===== config.mk =====
export PLATFORM = sky130hd
export DESIGN_NAME = clk_pow2_divider
export DESIGN_NICKNAME = d
export VERILOG_FILES = /design/src/rtl/clk_div_pkg.sv /design/src/rtl/clk_div_ctrl.sv /design/src/rtl/clk_div_datapath.sv /design/src/rtl/clk_pow2_divider.sv
export SDC_FILE = /design/constraint.sdc
export NUM_CORES = 1
export LEC_CHECK = 0
export ABC_AREA = 0
export BUFFER_PORTS_ARGS = -buffer_cell sky130_fd_sc_hd__buf_2
export CAP_MARGIN = 30
export CORE_MARGIN = 2
export CORE_UTILIZATION = 50
export DETAILED_ROUTE_END_ITERATION = 16
export PLACE_DENSITY_LB_ADDON = 0.12
export SYNTH_ARGS = -nofsm -noshare
export SYNTH_HDL_FRONTEND = slang
export SYNTH_HIERARCHICAL = 1
export SYNTH_SLANG_ARGS = --single-unit

===== constraint.sdc =====
create_clock -name clk -period 3.16 [get_ports clk]
set_input_delay 0.316 -clock clk [delete_from_list [all_inputs] [get_ports clk]]
set_output_delay 0.316 -clock clk [all_outputs]
set_load 0.01 [all_outputs]

===== src/rtl/clk_div_pkg.sv =====
package clk_div_pkg;
  typedef struct packed {
    logic clearCnt;
    logic gateOn;
  } divStrobe_t;
endpackage


===== src/rtl/clk_div_ctrl.sv =====
module clk_div_ctrl
  import clk_div_pkg::*;
#(
  parameter int CNT_W    = 22,
  parameter int TAP_BASE = 13,
  parameter int SEL_W    = 4,
  localparam int TAP_W   = $clog2(CNT_W),
  localparam int MAX_TAP = CNT_W - 1
) (
  input  logic             clk,
  input  logic             rst,
  input  logic             divEnable,
  input  logic [SEL_W-1:0] tapSel,
  output divStrobe_t       strobe,
  output logic [TAP_W-1:0] tapIdx
);
  int unsigned rawIdx;

  always_comb begin
    rawIdx = TAP_BASE + int'(tapSel);
    if (rawIdx > MAX_TAP) tapIdx = TAP_W'(MAX_TAP);
    else                  tapIdx = TAP_W'(rawIdx);
  end

  always_comb begin
    strobe.clearCnt = rst | ~divEnable;
    strobe.gateOn   = divEnable & ~rst;
  end

  // the index never leaves the counter
  p_tap_in_range_r4: assert property (@(posedge clk) disable iff (rst)
    int'(tapIdx) <= MAX_TAP);
  // in-range selects map straight through
  p_tap_offset_r3: assert property (@(posedge clk) disable iff (rst)
    (TAP_BASE + int'(tapSel) <= MAX_TAP) |-> (int'(tapIdx) == TAP_BASE + int'(tapSel)));
endmodule


===== src/rtl/clk_div_datapath.sv =====
module clk_div_datapath
  import clk_div_pkg::*;
#(
  parameter int CNT_W  = 22,
  localparam int TAP_W = $clog2(CNT_W)
) (
  input  logic             clk,
  input  logic             rst,
  input  divStrobe_t       strobe,
  input  logic [TAP_W-1:0] tapIdx,
  output logic             slowClk
);
  logic [CNT_W-1:0] cnt;

  always_ff @(posedge clk) begin
    if (strobe.clearCnt) cnt <= '0;
    else                 cnt <= cnt + 1'b1;
  end

  always_ff @(posedge clk) begin
    if (!strobe.gateOn) slowClk <= 1'b0;
    else                slowClk <= cnt[tapIdx];
  end

  // a gated-off cycle leaves the output low and the count at zero
  p_off_when_gated_r2: assert property (@(posedge clk) disable iff (rst)
    !strobe.gateOn |=> (!slowClk && cnt == '0));
  // the count advances by one on each enabled edge
  p_count_step_r6: assert property (@(posedge clk) disable iff (rst)
    !strobe.clearCnt |=> cnt == $past(cnt) + 1'b1);
  // the output follows the tapped bit one edge later
  p_registered_r5: assert property (@(posedge clk) disable iff (rst)
    strobe.gateOn |=> slowClk == $past(cnt[tapIdx]));
endmodule


===== src/rtl/clk_pow2_divider.sv =====
module clk_pow2_divider
  import clk_div_pkg::*;
#(
  parameter int CNT_W    = 22,
  parameter int TAP_BASE = 13,
  parameter int SEL_W    = 4
) (
  input  logic             clk,
  input  logic             rst,
  input  logic             divEnable,
  input  logic [SEL_W-1:0] tapSel,
  output logic             slowClk
);
  localparam int TAP_W = $clog2(CNT_W);

  divStrobe_t       strobe;
  logic [TAP_W-1:0] tapIdx;

  clk_div_ctrl #(.CNT_W(CNT_W), .TAP_BASE(TAP_BASE), .SEL_W(SEL_W)) u_ctrl (
    .clk(clk), .rst(rst), .divEnable(divEnable), .tapSel(tapSel),
    .strobe(strobe), .tapIdx(tapIdx)
  );

  clk_div_datapath #(.CNT_W(CNT_W)) u_dp (
    .clk(clk), .rst(rst), .strobe(strobe), .tapIdx(tapIdx), .slowClk(slowClk)
  );

  // reset drives the output low
  p_reset_low_r1: assert property (@(posedge clk) rst |=> !slowClk);
endmodule


==> summary.md, run 1 <==
| Metric | Value |
|---|---|
| H-tree Lvls | 1 |
| Post-synthesis cell count | 154 |
| Area grow syn2layout | 4.75% |
| Critical Path AT | 2.76 ns |
| Worst setup margin | 0.607 ns |
| First-pass GRT wire length | 4430 microns |
| Post-place setup slack | ~0.3 ns |
| Reg2Reg Launch Point | u_dp/cnt[2] |
| Die width | 56.3 microns |
| FF-to-FF path depth | 4 |
| Port Buf Inserts | 7 |
| Fin. max-slew vios | 0 |
| Grt met3 use | around 3.2% |
| CP Launch Type | primary input |
| Min-delay src | tapSel[1] |
| Min cycle time layout | about 2.6 ns |
| CTS sink count | 23 |
| Fin Setup TNS | 0 ns |
| CTS clk-pin slew, worst paths | 0.13 ns |
| I/O Pins | 8 |
| Reg2reg setup slack | approximately 1.3 ns |
| Reg2reg end | u_dp/cnt[20] |
| Worst hold-check path type | in2reg |
| Synth Cell Area | around 1400 sq um |
| Num CTS Buffers | 3 |
| GRT met2 Usage | 27.7% |
| Initial Util | 53.8% |
| Leak | 0.527 nW |
| Final Hold Fails | 0 |
| Nets | 170 |
| Largest net degree at the start of global routing | 24 |
| Grt met1 use | 23.0% |
| Fraction of layout cells with a size suffix above 1 | 13.2% |
| Vias per inst | about 6.0 |
| Synth cell types | 40 |
| Peak VDD IR | around 240 uV |
| Clk root buf | clkbuf_4 |
| Final worst-path cycle share | a little over 80% |
| Routability cong. | between 0.7 and 0.8 |
| RSZ-0062 raised after global routing | false |
| Worst Clk Skew | about 0.007 ns |
| Chip height | 56.3 microns |
| First-pass DRT Iterations | 4 |
| Top-area cell type share of the netlist area | 33.6% |
| Hold Path Stages | 5 |
| Post-Syn Area per Cell | 8.90 sq um |
| Max-slew headroom | 42.6% |
| Worst Tran Pin Value | 0.860 ns |
| CP Cell Sequence | buf_2 > inv_1 > ha_1 > or3b_1 > a21boi_1 > a311oi_1 > o21a_1 > mux4_2 > nor2b_1 > o2111ai_1 > nand3_1 |
| Vias | 1129 |
| Number of enable flip-flop cells after synthesis | 0 |
| Grt total ovfl | 0 |
| Initial antenna violation count | 0 |
| GR peak layer | met2 |
| All-Layer GR Usage | 17.4% |
| Sequential share of the synthesized area | around a third |
| DP HPWL | about 1900 microns |
| Fmax | 0.392 GHz |
| CP required | ~3.4 ns |
| Synth area leader | dfxtp_1 |
| # setup viols final | 0 |
| Routed wire length | 2650 microns |
| Syn nets | 164 |
| Power density over cell area | 339 nW/um^2 |
| Seq cells post-synth | 23 |
| Min-Delay Endpoint | u_dp/slowClk |
| Residual DRC | 0 |
| Worst Setup End Kind | flop |
| DR iter-0 viols | 46 |
| WL per Instance | between 10 and 15 microns |
| CP max stage delay | ~0.53 ns |
| Critical-path top delay cell | mux4_2 |
| Resized cells post-CTS | 0 |
| Worst Setup SP | tapSel[0] |
| Post-CTS Hold Buffers | 0 |
| Status | completed |
| Core outline area | 2540 sq um |
| DRT antenna net count | 0 |
| Number of global-route vias before repair | 1039 |
| Async SR Flop Fraction | 0% |
| DIE AREA | between 3000 and 4000 sq um |
| Top_reg_cell synth | dfxtp_1 |
| Crit Path Category | in2reg |
| Row Count | 18 |
| CTS tree | built |
| Ys Warns | 6 |
| Maxcap violations | 0 |
| Setup bufs post-CTS | 0 |
| Clock Path Buffers | 2 |
| Worst-skew pair later-pin latency | 0.32 ns |
| Area contributors post-synth | dfxtp_1, xor2_1, a21oi_1, nor2_1, nand3_1 |
| CP max FO | 7 |
| ANT cells | 0 |
placed cells by master (no fill, tap or decap), types with 3 or more instances in the layout:
master and count:
a21oi_1 13, nand2_1 6, nor2_1 13, ha_1 3, nor2b_1 4, nand3_1 9, mux2i_1 4, or3_1 7
dfxtp_1 23, o21ai_0 9, buf_2 7, or4_1 3, o31ai_1 3, nand4_1 3, clkbuf_4 3, inv_1 7
xor2_1 9
worst max-delay path: cells and delay by family:
family                   cells  cell delay (ns)
AO/OA/AOI/OAI                4             0.98
multiplexers                 1             0.53
AND/OR/NAND/NOR              3             0.43
adder cells (fa/ha/maj)      1             0.32
buffers and inverters        2             0.18
stage by stage:
step	total power, mW	cell area [sq um]	util, %	hold slack, ns	cells
2_1_floorplan	0.336	1370	-	0.421	154
3_3_place_gp	0.347	1410	55.2	0.452	185
3_5_place_dp	0.349	1410	55.2	0.473	185
4_1_cts	0.494	1440	56.4	0.465	189
5_1_grt	0.514	1440	56.4	0.520	189
6_report	0.487	1440	56.4	0.473	189
kinds of logic (layout without fill, tap and decap cells):
family | count (synthesis) | in the layout | share of synthesized area (%)
xor gates and xnor gates | 11 | 11 | 7.03
adders and majority gates | 3 | 3 | 2.74
AOI/OAI and AO/OA | 33 | 33 | 14.1
buffers and inverters | 14 | 19 | 5.21
DFF | 23 | 23 | 33.6
and+or+nand+nor | 62 | 62 | 28.4
muxes | 8 | 8 | 8.95
routing by layer:
layer  share of wire (%)  routed length (microns)  up-vias
met3                 3.2                       84        2
met1                  48                     1270      536
li1                    -                        -      573
met2                  48                     1280       18
met5                   0                        0        -
met4                0.57                       15        0
power by group:
part	internal [mW]	switching, mW	total, mW	leakage [nW]
combinational	0.0213	0.0294	0.0507	0.327
clock	0.0484	0.0947	0.143	0.0139
sequential	0.291	0.00132	0.293	0.185
total	0.361	0.125	0.487	0.527
how the worst max path moves through the flow:
| stage | cells past startpoint | slack (ns) | to |
|---|---|---|---|
| 2_1_floorplan | 11 | 0.58 | u_dp/slowClk |
| 3_3_place_gp | 11 | 0.45 | u_dp/slowClk |
| 3_5_place_dp | 11 | 0.30 | u_dp/slowClk |
| 4_1_cts | 11 | 0.65 | u_dp/slowClk |
| 5_1_grt | 11 | 0.44 | u_dp/slowClk |
| 6_report | 11 | 0.61 | u_dp/slowClk |
cell type report:
cell class	instances	area [sq um]
Timing Repair Buffer	8	42.5
Sequential cell	23	460
Tap cell	30	37.5
Clock buffer	3	22.5
Clock inverter	1	7.51
Inverter	7	26.3
Fill cell	240	1110
Multi-Input combinational cell	117	838
registers in the layout (all words and copies together) (netlist names):
register / cells
u_dp/cnt: 22
u_dp/slowClk: 1
cell usage after synthesis, types with 3 or more instances:
library cell and n:
a21oi_1 13, clkbuf_1 4, dfxtp_1 23, ha_1 3, inv_1 7, mux2i_1 4, nand2_1 6, nand3_1 9
nand4_1 3, nor2_1 13, nor2b_1 4, o21ai_0 9, o31ai_1 3, or3_1 7, or4_1 3, xor2_1 9
Power figures use the tool's default switching activity.
==> run 2: changes to the inputs <==
==> constraint.sdc (replaced) <==
create_clock -name clk -period 2.4 [get_ports clk]
set_input_delay 0.24 -clock clk [delete_from_list [all_inputs] [get_ports clk]]
set_output_delay 0.24 -clock clk [all_outputs]
set_load 0.01 [all_outputs]
==> summary.md, run 2 (synthesized netlist as in run 1, its figures left out) <==
| Metric | Value |
|---|---|
| Final Non-Filler Cells | 198 (+4.8%) |
| Post-route cell area | 1500 sq um (+4.4%) |
| Worst-skew pair later-pin latency | 0.31 ns (about the same) |
| Fin. max-slew vios | 0 (unchanged) |
| DP HPWL | 1980 microns (+4.6%) |
| Routed wire length | 2690 microns (+1.6%) |
| Logic pwr share | 12.6% (+2.2 points) |
| CP max stage delay | 0.51 ns (-0.02 ns) |
| Crit Path Category | in2reg |
| DIE AREA | 3170 sq um (unchanged) |
| Vias per inst | 5.87 (-1.8%) |
| Fraction of layout cells with a size suffix above 1 | 17.3% (+4.1 points) |
| Grt total ovfl | 0 (unchanged) |
| Initial antenna violation count | 0 (unchanged) |
| Row Count | 18 (unchanged) |
| Reg2Reg Launch Point | u_dp/cnt[2] |
| CTS sink count | 23 (unchanged) |
| Largest net degree at the start of global routing | 24 (unchanged) |
| Nets | 179 (+5.3%) |
| Fin Setup TNS | 0 ns (unchanged) |
| Routability cong. | 0.796 (+7.9%) |
| Net Sw Power | 0.159 mW (+26%) |
| Resized cells post-CTS | 0 (unchanged) |
| Worst hold-check path type | in2reg |
| Critical Path AT | 2.41 ns (-0.35 ns) |
| Worst Tran Pin Value | 0.335 ns (-0.525 ns) |
| Power density over cell area | 432 nW/um^2 (+27%) |
| Min-delay src | divEnable |
| Worst Setup End Kind | flop |
| Setup bufs post-CTS | 0 (unchanged) |
| Largest registers | u_dp/cnt x22, u_dp/slowClk x1 |
| CP required | 2.59 ns (-0.78 ns) |
| CP Launch Type | primary input |
| Min Hold Slack | 0.394 ns (-0.0787 ns) |
| RSZ-0062 raised after global routing | false |
| GR peak layer | met2 |
| DRT antenna net count | 0 (unchanged) |
| Crit path max-delay family | compound AO/OA/AOI/OAI gates |
| First-pass DRT Iterations | 4 (unchanged) |
| FF-to-FF path depth | 4 (unchanged) |
| Clock Path Buffers | 2 (unchanged) |
| Final worst-path cycle share | around 92% |
| Commonest non-fill, non-tap cells in the layout | dfxtp_1, a21oi_1, nor2_1, buf_4 |
| Residual DRC | 0 (unchanged) |
| Max reg flops | 22 (unchanged) |
| Final Hold Fails | 0 (unchanged) |
| Critical-path top delay cell | mux4_2 |
| Peak VDD IR | 282 uV (+19%) |
| Worst path buffer plus inverter count | 2 (unchanged) |
| Register with the most flip-flops | u_dp/cnt |
| ANT cells | 0 (unchanged) |
| CP Cell Sequence | buf_2 > inv_1 > ha_1 > or3b_1 > a21boi_1 > a311oi_1 > o21a_1 > mux4_2 > nor2b_1 > o2111ai_1 > nand3_1 |
| Chip height | 56.3 microns (unchanged) |
| Net Sw Frac | 24.5% (-1.3 points) |
| Max-slew headroom | 77.5% (+35 points) |
| Status | completed |
| CTS tree | built |
| Reg2reg setup slack | 0.54 ns (-0.73 ns) |
| Clock power frac | 28.0% (-1.4 points) |
| Hold Path Stages | 4 (-1) |
| Commonest non-fill, non-tap cell in the layout | dfxtp_1 |
| Grt met3 use | 3.46% (+0.23 points) |
| Area grow syn2layout | 9.41% |
| Min-Delay Endpoint | u_dp/cnt[0] |
| Fmax | 0.452 GHz |
| Clk root buf | clkbuf_4 |
| Maxcap violations | 0 (unchanged) |
| Core outline area | 2540 sq um (unchanged) |
| Post-CTS Hold Buffers | 0 (unchanged) |
| Number of global-route vias before repair | 1118 (+7.6%) |
| Die width | 56.3 microns (unchanged) |
| Num CTS Buffers | 3 (unchanged) |
| All-Layer GR Usage | 18.0% (+0.59 points) |
| Worst Clk Skew | 0.00616 ns (-0.000799 ns) |
| Port Buf Inserts | 7 (unchanged) |
| # setup viols final | 0 (unchanged) |
| Leak | 0.571 nW (+8.4%) |
| WL per Instance | 13.6 microns (-3.0%) |
| Min cycle time layout | 2.21 ns |
| Worst Setup SP | tapSel[0] |
| I/O Pins | 8 (unchanged) |
| Power Internal | 0.489 mW (+35%) |
| GRT met2 Usage | 30.1% (+2.4 points) |
| CTS clk-pin slew, worst paths | 0.12 ns (about the same) |
| CP max FO | 4 (-3) |
| Seq pwr share | 59.5% (-0.7 points) |
| Initial Util | 53.8% (unchanged) |
| Placed Area | 1470 sq um (+4.8%) |
| Grt met1 use | 22.7% (-0.27 points) |
| Reg2reg end | u_dp/cnt[20] |
| First-pass GRT wire length | 4620 microns (+4.2%) |
| H-tree Lvls | 1 (unchanged) |
| Fill count | 244 (+1.7%) |
| Vias | 1162 (+2.9%) |
| Placed Cells | 194 (+4.9%) |
| DR iter-0 viols | 28 (-39%) |
[run 2: metrics by stage]
| step | total power [mW] | setup slack, ns | util (%) |
|---|---|---|---|
| 2_1_floorplan | 0.443 | 0.0222 | - |
| 3_3_place_gp | 0.473 | -0.0379 | 57.9 |
| 3_5_place_dp | 0.475 | -0.131 | 57.9 |
| 4_1_cts | 0.658 | 0.208 | 58.9 |
| 5_1_grt | 0.683 | 0.0455 | 58.9 |
| 6_report | 0.648 | 0.188 | 58.9 |
[run 2: cell type report]
| class | instances | area, sq um | share of cell area [%] |
|---|---|---|---|
| well taps | 30 | 37.5 | 2.50 |
| inverters | 7 | 26.3 | 1.75 |
| flip-flops and latches | 23 | 460 | 30.7 |
| repair buffers | 17 | 110 | 7.35 |
| multi-input cells | 117 | 838 | 55.9 |
| clock buffers | 4 | 26.3 | 1.75 |
[run 2: worst reg2reg max path: stages (launching register included)]
cell	delay [ns]
dfxtp_1	0.44
and4_1	0.41
nand4_2	0.27
or4_1	0.55
a21oi_1	0.14
[run 2: power groups by stage]
stage / combinational (mW) / sequential, mW / clock [mW]
2_1_floorplan: 0.0500 / 0.393 / 0
3_3_place_gp: 0.0794 / 0.394 / 0
3_5_place_dp: 0.0813 / 0.394 / 0
4_1_cts: 0.0817 / 0.385 / 0.191
5_1_grt: 0.0907 / 0.386 / 0.206
6_report: 0.0814 / 0.385 / 0.181
[run 2: metal layers]
metal	vias up	part of all wire, %	wire length (microns)
met5	-	0	0
met3	4	2.4	65
met1	552	50	1350
met2	15	46	1250
met4	0	1.2	31
li1	591	-	-
[run 2: how the worst max path moves through the flow]
| stage | end | slack (ns) | depth (start not counted) |
|---|---|---|---|
| 4_1_cts | u_dp/slowClk | 0.21 | 11 |
| 2_1_floorplan | u_dp/slowClk | 0.02 | 11 |
| 5_1_grt | u_dp/slowClk | 0.05 | 11 |
| 6_report | u_dp/slowClk | 0.19 | 11 |
| 3_5_place_dp | u_dp/slowClk | -0.13 | 11 |
| 3_3_place_gp | u_dp/slowClk | -0.04 | 11 |
==> run 3: changes to the inputs <==
--- a/config.mk
+++ b/config.mk
@@ -8,8 +8,10 @@
 export ABC_AREA = 0
 export BUFFER_PORTS_ARGS = -buffer_cell sky130_fd_sc_hd__buf_2
 export CAP_MARGIN = 30
+export CELL_PAD_IN_SITES_DETAIL_PLACEMENT = 2
+export CELL_PAD_IN_SITES_GLOBAL_PLACEMENT = 2
 export CORE_MARGIN = 2
-export CORE_UTILIZATION = 50
+export CORE_UTILIZATION = 37
 export DETAILED_ROUTE_END_ITERATION = 16
 export PLACE_DENSITY_LB_ADDON = 0.12
 export SYNTH_ARGS = -nofsm -noshare
==> summary.md, run 3 (synthesized netlist as in run 1, its figures left out) <==
| Metric | Value |
|---|---|
| Status | completed |
| Vias | 1214 (+4.5%) |
| Grt total ovfl | 0 (unchanged) |
| Post-place setup slack | -0.281 ns (-0.150 ns) |
| Row Count | 22 (+4) |
| Chip height | 64.9 microns (+15%) |
| Crit Path Category | in2reg |
| Worst-skew pair later-pin latency | 0.26 ns (-0.05 ns) |
| Seq pwr share | 53.6% (-5.9 points) |
| Commonest non-fill, non-tap cell in the layout | dfxtp_1 |
| DR iter-0 viols | 43 (+54%) |
| CP max FO | 5 (+1) |
| Critical-path top delay cell | mux4_2 |
| Nets | 181 (+1.1%) |
| First-pass GRT wire length | 6310 microns (+37%) |
| Largest net degree at the start of global routing | 24 (unchanged) |
| I/O Pins | 8 (unchanged) |
| # setup viols final | 0 (unchanged) |
| WL per Instance | 17.1 microns (+26%) |
| H-tree Lvls | 1 (unchanged) |
| Reg2reg setup slack | 0.44 ns (-0.10 ns) |
| Net Sw Frac | 23.9% (-0.60 points) |
| Worst Tran Pin Value | 0.332 ns (-0.00324 ns) |
| Final worst-path cycle share | 97.7% (+5.6 points) |
| CTS clk-pin slew, worst paths | 0.08 ns (-0.04 ns) |
| Number of global-route vias before repair | 1317 (+18%) |
| Peak VDD IR | 326 uV (+15%) |
| Routed wire length | 3740 microns (+39%) |
| Max-slew headroom | 77.9% (+0.37 points) |
| CP max stage delay | 0.50 ns (about the same) |
| CTS sink count | 23 (unchanged) |
| Fmax | 0.426 GHz (-5.7%) |
| Fraction of layout cells with a size suffix above 1 | 20.6% (+3.3 points) |
| Core outline area | 3610 sq um (+42%) |
| Worst setup margin | 0.0543 ns (-0.134 ns) |
| Maxcap violations | 0 (unchanged) |
| Die width | 64.9 microns (+15%) |
| CP Launch Type | primary input |
| Leak | 0.590 nW (+3.4%) |
| Power density over cell area | 457 nW/um^2 (+5.6%) |
| Num CTS Buffers | 3 (unchanged) |
| Initial Util | 38.0% (-16 points) |
| Commonest non-fill, non-tap cells in the layout | dfxtp_1, a21oi_1, nor2_1, buf_4 |
| Net Sw Power | 0.172 mW (+8.1%) |
| First-pass DRT Iterations | 3 (-1) |
| ANT cells | 0 (unchanged) |
| Logic pwr share | 13.0% (+0.4 points) |
| Clock power frac | 33.4% (+5.4 points) |
| Worst Clk Skew | 0.00449 ns (-0.00166 ns) |
| Initial antenna violation count | 0 (unchanged) |
| Worst Setup End Kind | flop |
| Final Hold Fails | 0 (unchanged) |
| Fin. max-slew vios | 0 (unchanged) |
| All-Layer GR Usage | 19.2% (+1.3 points) |
| Clock Path Buffers | 2 (unchanged) |
| Area grow syn2layout | 14.8% |
| Register with the most flip-flops | u_dp/cnt |
| Fin Setup TNS | 0 ns (unchanged) |
| Power Internal | 0.547 mW (+12%) |
| Max reg flops | 22 (unchanged) |
| CTS tree | built |
| Routability cong. | 0.691 (-13%) |
| Port Buf Inserts | 7 (unchanged) |
| Post-CTS Hold Buffers | 0 (unchanged) |
| Min cycle time layout | 2.35 ns (+0.134 ns) |
| Critical Path AT | 2.48 ns (+0.07 ns) |
| CP required | 2.54 ns (-0.05 ns) |
| DP HPWL | 2830 microns (+43%) |
| Worst hold-check path type | in2reg |
| DIE AREA | 4210 sq um (+32%) |
| Clk root buf | clkbuf_8 |
| CP Cell Sequence | buf_2 > inv_1 > ha_1 > or3b_1 > a21boi_2 > a311oi_2 > o21ai_1 > buf_4 > mux4_2 > o21ai_0 > nand3_1 |
| Residual DRC | 0 (unchanged) |
| DRT antenna net count | 0 (unchanged) |
| Largest registers | u_dp/cnt x22, u_dp/slowClk x1 |
| Vias per inst | 5.57 (-5.1%) |
run 3: stage by stage:
step | instances | power [mW] | utilization (%) | area, sq um | hold WS [ns]
after floorplan | 154 | 0.443 | - | 1370 | 0.421
after global placement | 212 | 0.474 | 41.5 | 1500 | 0.453
after detailed placement | 212 | 0.480 | 41.5 | 1500 | 0.465
after CTS | 216 | 0.722 | 42.7 | 1540 | 0.464
after global routing | 218 | 0.759 | 43.6 | 1570 | 0.489
final | 218 | 0.718 | 43.6 | 1570 | 0.459
run 3: cell type report:
type	count	area [sq um]
clock buffers	4	45.0
fillers	407	2030
inverters	7	26.3
multi-input cells	117	856
flip-flops and latches	23	460
well taps	48	60.1
repair buffers	19	125
run 3: power groups by stage:
stage	logic, mW	registers (mW)	clock network, mW
after global placement	0.0802	0.394	0
after floorplan	0.0500	0.393	0
after CTS	0.0868	0.385	0.251
after global routing	0.104	0.385	0.269
after detailed placement	0.0863	0.394	0
final	0.0936	0.385	0.240
run 3: final timing paths:
kind,startpoint,to,cells past startpoint
max reg2reg,u_dp/cnt[2],u_dp/cnt[20],4
min,divEnable,u_dp/cnt[0],4
min reg2reg,u_dp/cnt[0],u_dp/cnt[0],1
max,tapSel[0],u_dp/slowClk,11
run 3: what timing repair did:
action                                  in CTS  in global routing
gates resized for setup                      0                  4
setup buffers                                0                  2
endpoints found under the setup margin       0                  1
run 3: critical path: cells and delay by family:
kind | cells | cell delay, ns
adders and majority gates | 1 | 0.30
buffers and inverters | 3 | 0.34
and+or+nand+nor | 2 | 0.48
AOI/OAI and AO/OA | 4 | 0.61
muxes | 1 | 0.50
run 3: routing by layer:
layer  track usage, %  share of wire, %
met1             22.8                45
met2             36.1                53
met3             2.60               1.5
met4             4.79              0.59
met5                0                 0
